<file path="config.mk">
export PLATFORM = sky130hd
export DESIGN_NAME = frac_tick_gen
export DESIGN_NICKNAME = d
export VERILOG_FILES = /design/src/rtl/frac_tick_pkg.sv /design/src/rtl/tick_sub_counter.sv /design/src/rtl/tick_period_counter.sv /design/src/rtl/frac_tick_gen.sv
export SDC_FILE = /design/constraint.sdc
export NUM_CORES = 1
export LEC_CHECK = 0
export BUFFER_PORTS_ARGS = -buffer_cell sky130_fd_sc_hd__buf_2
export CAP_MARGIN = 20
export CORE_MARGIN = 1
export CORE_UTILIZATION = 35
export CTS_CLUSTER_DIAMETER = 80
export DETAILED_ROUTE_END_ITERATION = 8
export PLACE_DENSITY_LB_ADDON = 0.12
export SYNTH_ARGS = -nofsm -noshare
export SYNTH_HDL_FRONTEND = slang
export SYNTH_SLANG_ARGS = --single-unit
</file>
<file path="constraint.sdc">
create_clock -name clk_i -period 1.59 [get_ports clk_i]
set_clock_uncertainty 0.1 [all_clocks]
set_input_delay 0.0795 -clock clk_i [delete_from_list [all_inputs] [get_ports clk_i]]
set_output_delay 0.0795 -clock clk_i [all_outputs]
set_load 0.01 [all_outputs]
</file>
<file path="src/rtl/frac_tick_pkg.sv">
package frac_tick_pkg;
    localparam int DEF_LONG_DIV     = 41;
    localparam int DEF_SHORT_DIV    = 40;
    localparam int DEF_LONG_PERIODS = 24;
endpackage

</file>
<file path="src/rtl/tick_sub_counter.sv">
module tick_sub_counter #(
    parameter int LONG_DIV  = frac_tick_pkg::DEF_LONG_DIV,
    parameter int SHORT_DIV = frac_tick_pkg::DEF_SHORT_DIV
) (
    input  logic clk_i,
    input  logic rst_i,
    input  logic resync_i,
    input  logic step_i,
    input  logic short_sel_i,
    output logic wrap_o
);
    localparam int SUB_W = $clog2(LONG_DIV);
    localparam logic [SUB_W-1:0] LONG_TERM  = SUB_W'(LONG_DIV - 1);
    localparam logic [SUB_W-1:0] SHORT_TERM = SUB_W'(SHORT_DIV - 1);

    typedef struct packed {
        logic [SUB_W-1:0] cnt;
    } sub_state_t;

    sub_state_t st_d, st_q;
    logic [SUB_W-1:0] term;

    always_comb begin
        st_d   = st_q;
        term   = short_sel_i ? SHORT_TERM : LONG_TERM;
        wrap_o = step_i && (st_q.cnt == term);
        if (resync_i) begin
            st_d.cnt = '0;
        end else if (step_i) begin
            st_d.cnt = wrap_o ? '0 : st_q.cnt + 1'b1;
        end
    end

    always_ff @(posedge clk_i) begin
        if (rst_i) st_q <= '0;
        else       st_q <= st_d;
    end

    // the intra-period count never exceeds the long terminal value
    a_r2_count_bound: assert property (@(posedge clk_i) disable iff (rst_i)
        st_q.cnt <= LONG_TERM);
    // without an accepted strobe the position holds
    a_r6_hold_when_idle: assert property (@(posedge clk_i) disable iff (rst_i)
        (!step_i && !resync_i) |=> $stable(st_q.cnt));
    // a resync pulse clears the count in the next cycle
    a_r7_resync_clears: assert property (@(posedge clk_i) disable iff (rst_i)
        resync_i |=> (st_q.cnt == '0));
    // during the short period the count stays inside the short range
    a_r3_short_range: assert property (@(posedge clk_i) disable iff (rst_i)
        short_sel_i |-> (st_q.cnt <= SHORT_TERM));
endmodule

</file>
<file path="src/rtl/tick_period_counter.sv">
module tick_period_counter #(
    parameter int LONG_PERIODS = frac_tick_pkg::DEF_LONG_PERIODS
) (
    input  logic clk_i,
    input  logic rst_i,
    input  logic resync_i,
    input  logic advance_i,
    output logic short_sel_o
);
    localparam int PER_W = $clog2(LONG_PERIODS + 1);
    localparam logic [PER_W-1:0] LAST_IDX = PER_W'(LONG_PERIODS);

    typedef struct packed {
        logic [PER_W-1:0] idx;
    } per_state_t;

    per_state_t st_d, st_q;

    always_comb begin
        st_d        = st_q;
        short_sel_o = (st_q.idx == LAST_IDX);
        if (resync_i) begin
            st_d.idx = '0;
        end else if (advance_i) begin
            st_d.idx = short_sel_o ? '0 : st_q.idx + 1'b1;
        end
    end

    always_ff @(posedge clk_i) begin
        if (rst_i) st_q <= '0;
        else       st_q <= st_d;
    end

    // the period index stays within one cycle
    a_r4_index_bound: assert property (@(posedge clk_i) disable iff (rst_i)
        st_q.idx <= LAST_IDX);
    // after the short period the cycle restarts
    a_r3_cycle_restart: assert property (@(posedge clk_i) disable iff (rst_i)
        (advance_i && !resync_i && st_q.idx == LAST_IDX) |=> (st_q.idx == '0));
    // a completed long period moves to the next index
    a_r2_index_step: assert property (@(posedge clk_i) disable iff (rst_i)
        (advance_i && !resync_i && st_q.idx != LAST_IDX)
        |=> (st_q.idx == $past(st_q.idx) + 1'b1));
endmodule

</file>
<file path="src/rtl/frac_tick_gen.sv">
module frac_tick_gen #(
    parameter int LONG_DIV     = frac_tick_pkg::DEF_LONG_DIV,
    parameter int SHORT_DIV    = frac_tick_pkg::DEF_SHORT_DIV,
    parameter int LONG_PERIODS = frac_tick_pkg::DEF_LONG_PERIODS
) (
    input  logic clk_i,
    input  logic rst_i,
    input  logic resync_i,
    input  logic ref_stb_i,
    input  logic osc_en_i,
    output logic tick_o
);
    logic step;
    logic wrap;
    logic short_sel;

    assign step   = ref_stb_i && osc_en_i;
    assign tick_o = wrap;

    tick_sub_counter #(
        .LONG_DIV  (LONG_DIV),
        .SHORT_DIV (SHORT_DIV)
    ) u_sub (
        .clk_i       (clk_i),
        .rst_i       (rst_i),
        .resync_i    (resync_i),
        .step_i      (step),
        .short_sel_i (short_sel),
        .wrap_o      (wrap)
    );

    tick_period_counter #(
        .LONG_PERIODS (LONG_PERIODS)
    ) u_per (
        .clk_i       (clk_i),
        .rst_i       (rst_i),
        .resync_i    (resync_i),
        .advance_i   (wrap),
        .short_sel_o (short_sel)
    );

    // two ticks never fall in adjacent cycles
    a_r5_single_cycle_tick: assert property (@(posedge clk_i) disable iff (rst_i)
        tick_o |=> !tick_o);
    // a strobe with the oscillator stopped never ticks
    a_r6_no_tick_when_stopped: assert property (@(posedge clk_i) disable iff (rst_i)
        !osc_en_i |-> !tick_o);
endmodule

</file>
==> results.md, run 1 <==
* Post-route setup slack at -0.135 ns
* Clock power share at 38.1%
* #FFs+latches synth at 11
* CP endpoint: u_per.st_q[2]
* Crit path arrival time at 1.77 ns
* Hold-fix buffers at CTS at 0
* WP buf/inv at 2
* CTS tree: built
* Reg2Reg Depth at 7
* Adder-Cell Fraction of Synth Area at 6.09%
* Sw power at 0.105 mW
* Main combinational cell family by area after synthesis: simple AND/OR/NAND/NOR gates
* Nets at 96
* Dominant cell type by area after synthesis: dfxtp_1
* Unique masters post-synth at 23
* CP Capture Type: flip-flop
* DP Area at 732 sq um
* Drt initial violations at 5
* Failing checks: negative setup slack
* Post-synthesis cell count at 66
* Via density at 5.06
* Final core occ at 51.0%
* Final Critical Period at 1.73 ns
* GRT Overall Usage at 16.4%
* Worst-path cell chain: inv_2 > ha_4 > and4b_1 > mux2_4 > buf_4 > o311ai_4 > o31ai_1
* Ys Warns at 0
* Post-synthesis xor/xnor area fraction at 7.10%
* Hold Vio Cnt, Final at 0
* Layout cell share with drive strength beyond 1 at 34.5%
* Syn_nets at 74
* Avg Cell Area, Syn at 9.35 sq um
* Clock sinks at 11
* Slew Limit Headroom at 83.1%
* Crit share post-route at 109%
* Die Area at 0.00193 sq mm
* Power Total at 0.488 mW
* First-pass detailed-route iteration total at 4
* Maximum vdd ir drop at 0.543 mV
* Slowest-stage cell, CP: mux2_4
* Diode count at 0
* Cell Int Power at 0.383 mW
* Htree depth at 1
* WP depth at 7
* Net Sw Frac at 21.5%
* Post-synthesis compound-gate area fraction at 13.4%
* Gpl congestion at 0.736
* Clock Tree Buf Depth at 2
* Core box area at 0.00158 sq mm
* CP delay by family, top: multiplexers
* Most used DFF post-synth: dfxtp_1
* Final instance area at 803 sq um
* Vias in the first global route at 510
* Max_cap viols at 0
* DIE HEIGHT at 44.0 um
* Worst-Margin Slew at 0.253 ns
* First-pass GRT wire length at 2270 um
* Final setup fails at 10
* Required @ worst endpoint at 1.64 ns
* CP startpoint: u_per.st_q[0]
* Worst skew pair latency at 0.26 ns
* Power density cells at 608 mW/mm^2
* Initial antenna violation count at 0
* Logic pwr share at 5.2%
* Simple-gate share of the synthesized area at 29.0%
* Final max-slew violation count at 0
* Initial core utilization at 39.1%
* F_max at 0.580 GHz
* WL per Instance at 12.7 um
* Post-synthesis sequential area ratio at 35.7%
* DP HPWL at 980 um
* Rows at 14
* EDFF count, synth at 0
* FF-to-FF setup slack at -0.14 ns
* I/O pins at 6
* Max incr delay on CP at 0.34 ns
* Cts bufs inserted at 3
* Pleak at 0.304 nW
* Synth top cells by count: dfxtp_1, nor2_1, nand2_1, nand3_1, inv_1
* Post-Synthesis Cell Area at 617 sq um
* Critical Path Start Type: flip-flop
* Clk root buf: clkbuf_4
* Max Fanout on Critical Path at 3
* Clock transition at path regs at 0.07 ns
* Unrepaired setup endpoints after global routing: yes
* DRC Markers at 0
* Area Growth Syn to Fin at 30.2%
* GRT overflow at 0
* Largest cells by area after synthesis: dfxtp_1, ha_1, nand3_1, nor2_1, nand2_1
* Port buffer count at 5
* Post-route ant nets at 0
* Largest net degree at the start of global routing at 11
* Via count at 521
* Crit path kind: flip-flop to flip-flop
* RR Endpoint: u_per.st_q[2]
* Synth top area share at 35.7%
* Ys async rst share at 0%
* Reg2reg start: u_per.st_q[0]
* Flop pwr share at 56.7%
* Die width at 44.0 um
* Mux cell area share after synthesis at 5.68%
* DRT Wirelength at 1300 um
* Worst min path class: input pin to flip-flop
* Outcome: finished with violations
* Pre-CTS setup slack at -0.0560 ns
* Most frequent cell after synthesis: dfxtp_1
area by class of cell:
type / count / area [sq um]
inverters: 5 / 18.8
clock buffers: 4 / 26.3
well taps: 16 / 20.0
repair buffers: 17 / 125
fillers: 158 / 773
multi-input cells: 50 / 390
flip-flops and latches: 11 / 223
worst min path at each step:
stage	from	end	slack, ns	depth (start not counted)
after detailed placement	osc_en_i	u_sub.st_q[1]	0.37	4
after global routing	ref_stb_i	u_sub.st_q[1]	0.12	4
after CTS	ref_stb_i	u_sub.st_q[1]	0.08	4
after floorplan	osc_en_i	u_sub.st_q[1]	0.23	3
after global placement	osc_en_i	u_sub.st_q[0]	0.36	4
final	ref_stb_i	u_sub.st_q[1]	0.08	4
placed cells by master (no fill, tap or decap):
master	instances
buf_4	11
dfxtp_1	9
nor2_1	8
nand2_1	7
nand3_1	7
buf_2	4
inv_1	3
xnor2_1	3
clkbuf_4	3
and2_1	2
and4b_1	2
inv_2	2
o31ai_1	2
o21ai_1	2
mux2i_1	2
xor2_1	2
ha_1	2
buf_6	2
dfxtp_2	2
nand4b_4	1
or3b_1	1
mux2_4	1
nor2_4	1
o21ai_4	1
o22ai_1	1
nor3_1	1
o2111ai_1	1
o311ai_4	1
nand4_1	1
ha_4	1
clkbuf_1	1
cells by family after synthesis:
group	after synthesis
AOI/OAI and AO/OA	8
xor gates and xnor gates	5
adders and majority gates	3
buffers and inverters	5
DFF	11
muxes	3
and+or+nand+nor	31
flip-flops by register name (all words and copies together), names as in the netlist:
name / cells
u_sub.st_q: 6
u_per.st_q: 5
worst register-to-register path, stage by stage (launching register included):
cell and delay, ns:
dfxtp_2 0.32, inv_2 0.07, ha_4 0.12, and4b_1 0.22, mux2_4 0.34, buf_4 0.15
o311ai_4 0.20, o31ai_1 0.10
routing by layer:
metal	GRT usage (%)	vias up	wire length, um	part of all wire [%]
li1	-	274	-	-
met1	20.6	237	675	52
met2	26.0	8	568	44
met3	6.25	2	46	3.5
met4	5.45	0	13	1.0
met5	0	-	0	0
timing repair:
action | CTS | global route
buffers inserted | 3 | 0
setup endpoints to repair | 10 | 12
pin swaps | 6 | 1
gates resized for setup | 4 | 1
power groups by stage:
stage / logic [mW] / registers [mW] / clock network (mW)
after global placement: 0.0253 / 0.283 / 0
after floorplan: 0.0128 / 0.284 / 0
after global routing: 0.0282 / 0.277 / 0.213
after CTS: 0.0257 / 0.277 / 0.199
final: 0.0254 / 0.277 / 0.186
after detailed placement: 0.0254 / 0.283 / 0
stage by stage:
step	setup TNS, ns	instances	hold WS [ns]
global route	-1.70	103	0.120
floorplan	0	66	0.226
detailed placement	-0.312	96	0.369
CTS	-1.13	103	0.0806
global placement	-0.0670	96	0.361
finish	-1.01	103	0.0835
Power figures use the tool's default switching activity.
==> run 2: changes to the inputs <==
--- a/config.mk
+++ b/config.mk
@@ -11,7 +11,7 @@
 export CORE_UTILIZATION = 35
 export CTS_CLUSTER_DIAMETER = 80
 export DETAILED_ROUTE_END_ITERATION = 8
-export PLACE_DENSITY_LB_ADDON = 0.12
+export PLACE_DENSITY = 0.62
 export SYNTH_ARGS = -nofsm -noshare
 export SYNTH_HDL_FRONTEND = slang
 export SYNTH_SLANG_ARGS = --single-unit
==> run 2 against run 1 <==
Against the previous run: the flow still finishes with violations (negative setup slack); setup slack got worse by 0.049 ns; die area did not move; worst hold slack improved by 0.0061 ns; fmax fell by 2.8%; first-iteration DRC count fell by 40%; clock power rose by 10%; largest power group unchanged.
==> results.md, run 2 (synthesis gave the netlist of run 1 again) <==
* Via count at 541 (+3.8%)
* CTS tree: built
* Pleak at 0.318 nW (+4.6%)
* Power Total at 0.508 mW (+4.1%)
* Crit path kind: flip-flop to primary output
* Worst-Margin Slew at 0.258 ns (+0.00491 ns)
* Outcome: finished with violations
* Vias in the first global route at 499 (-2.2%)
* First-pass detailed-route iteration total at 4 (unchanged)
* Clock sinks at 11 (unchanged)
* Hold-fix buffers at CTS at 0 (unchanged)
* Layout cell share with drive strength beyond 1 at 38.6% (+4.2 points)
* Gpl congestion at 0.784 (+6.6%)
* Net Sw Frac at 25.2% (+3.7 points)
* Post-route ant nets at 0 (unchanged)
* DP HPWL at 852 um (-13%)
* Power density cells at 619 mW/mm^2 (+1.9%)
* Crit path arrival time at 1.59 ns (-0.18 ns)
* Port buffer count at 5 (unchanged)
* GRT Overall Usage at 16.3% (-0.13 points)
* Cts bufs inserted at 3 (unchanged)
* M1 wire length at 597 um (-12%)
* DRC Markers at 0 (unchanged)
* DP Area at 724 sq um (-1.0%)
* Nets at 97 (+1.0%)
* Max Fanout on Critical Path at 2 (-1)
* First-pass GRT wire length at 2160 um (-4.9%)
* Unrepaired setup endpoints after global routing: yes
* Via density at 5.20 (+2.8%)
* Core box area at 0.00158 sq mm (unchanged)
* DRT Wirelength at 1280 um (-1.5%)
* Sw power at 0.128 mW (+22%)
* Final core occ at 52.1% (+1.1 points)
* Clk root buf: clkbuf_4
* Commonest non-fill, non-tap cell in the layout: buf_4
* Uppermost routed layer: met4
* Required @ worst endpoint at 1.41 ns (-0.23 ns)
* I/O pins at 6 (unchanged)
* Largest register FFs at 6 (unchanged)
* Worst hold slack at 0.0896 ns (+0.00614 ns)
* Slew Limit Headroom at 82.8% (-0.33 points)
* CP Capture Type: primary output
* Critical Path Start Type: flip-flop
* Htree depth at 1 (unchanged)
* Crit share post-route at 112% (+3.1 points)
* Initial core utilization at 39.1% (unchanged)
* Clock transition at path regs at 0.08 ns (about the same)
* Largest net degree at the start of global routing at 11 (unchanged)
* Final instance area at 821 sq um (+2.2%)
* Hold Vio Cnt, Final at 0 (unchanged)
* Initial antenna violation count at 0 (unchanged)
* Final Critical Period at 1.77 ns (+0.0490 ns)
* Diode count at 0 (unchanged)
* Rows at 14 (unchanged)
* Flop pwr share at 54.4% (-2.3 points)
* Most frequent cells in the layout: buf_4, dfxtp_1, nor2_1
* Die Area at 0.00193 sq mm (unchanged)
* Fillers at 143 (-9.5%)
* WL per Instance at 12.3 um (-2.4%)
* Clock Tree Buf Depth at 2 (unchanged)
* Met3 routed WL at 41 um (-11%)
* Area Growth Syn to Fin at 33.1%
* Max_cap viols at 0 (unchanged)
* Reg area at 223 sq um (unchanged)
* DIE HEIGHT at 44.0 um (unchanged)
* Final max-slew violation count at 0 (unchanged)
* Area of the multi-input gates at 399 sq um (+2.2%)
* Drt initial violations at 3 (-2)
* Failing checks: negative setup slack
* Setup TNS at -1.38 ns (-0.364 ns)
* Post-route setup slack at -0.184 ns (-0.0490 ns)
* GRT overflow at 0 (unchanged)
* Clock power share at 40.4% (+2.3 points)
* Die width at 44.0 um (unchanged)
* Wire length on met2 at 581 um (+2.3%)
* Logic pwr share at 5.2% (about the same)
* Worst skew pair latency at 0.28 ns (+0.02 ns)
* Largest regs: u_sub.st_q x6, u_per.st_q x5
* F_max at 0.564 GHz (-2.8%)
* Biggest register: u_sub.st_q
* Worst min path class: input pin to flip-flop
* Maximum vdd ir drop at 0.510 mV (-6.1%)
* Cell Int Power at 0.380 mW (-0.85%)
* Final setup fails at 10 (unchanged)
-- run 2: cell type report --
type / instances / area share [%]
multi-input combinational: 50 / 48.6
sequential: 11 / 27.1
timing repair buffer: 18 / 16.2
clock buffer: 3 / 2.74
tap: 16 / 2.44
inverter: 5 / 2.29
clock inverter: 1 / 0.610
-- run 2: worst paths after layout --
check,from,to,slack [ns],cells after the start
worst min register to register,u_per.st_q[4],u_per.st_q[4],0.39,2
worst max register to register,u_per.st_q[0],u_per.st_q[2],-0.18,7
worst min-delay path,osc_en_i,u_sub.st_q[1],0.09,4
worst max-delay path,u_per.st_q[0],tick_o,-0.18,6
-- run 2: layer usage --
metal	vias up	GRT usage (%)
met2	11	25.1
li1	275	-
met4	0	10.9
met3	6	7.50
met5	-	0
met1	249	17.9
-- run 2: critical path, cell delays in order (launching register included) --
cell	delay [ns]
dfxtp_2	0.33
inv_2	0.07
ha_4	0.12
and4b_1	0.23
mux2_4	0.33
nor2_4	0.12
buf_6	0.12
-- run 2: repair_timing --
item | 4_1_cts | 5_1_grt
setup endpoints to repair | 10 | 12
resized for setup | 5 | 3
buffers inserted | 5 | 1
pin swaps | 5 | 4
cloned | 0 | 0
-- run 2: metrics by stage --
step / setup slack (ns) / cells
3_3_place_gp: -0.0124 / 95
3_5_place_dp: -0.0398 / 95
2_1_floorplan: 0.00941 / 66
4_1_cts: -0.166 / 104
6_report: -0.184 / 104
5_1_grt: -0.250 / 104
-- run 2: power groups by stage --
stage	Combinational [mW]	Sequential (mW)	Clock (mW)
after floorplan	0.0128	0.284	0
after global placement	0.0254	0.283	0
after detailed placement	0.0254	0.283	0
after CTS	0.0254	0.277	0.210
after global routing	0.0283	0.277	0.230
final	0.0265	0.277	0.205
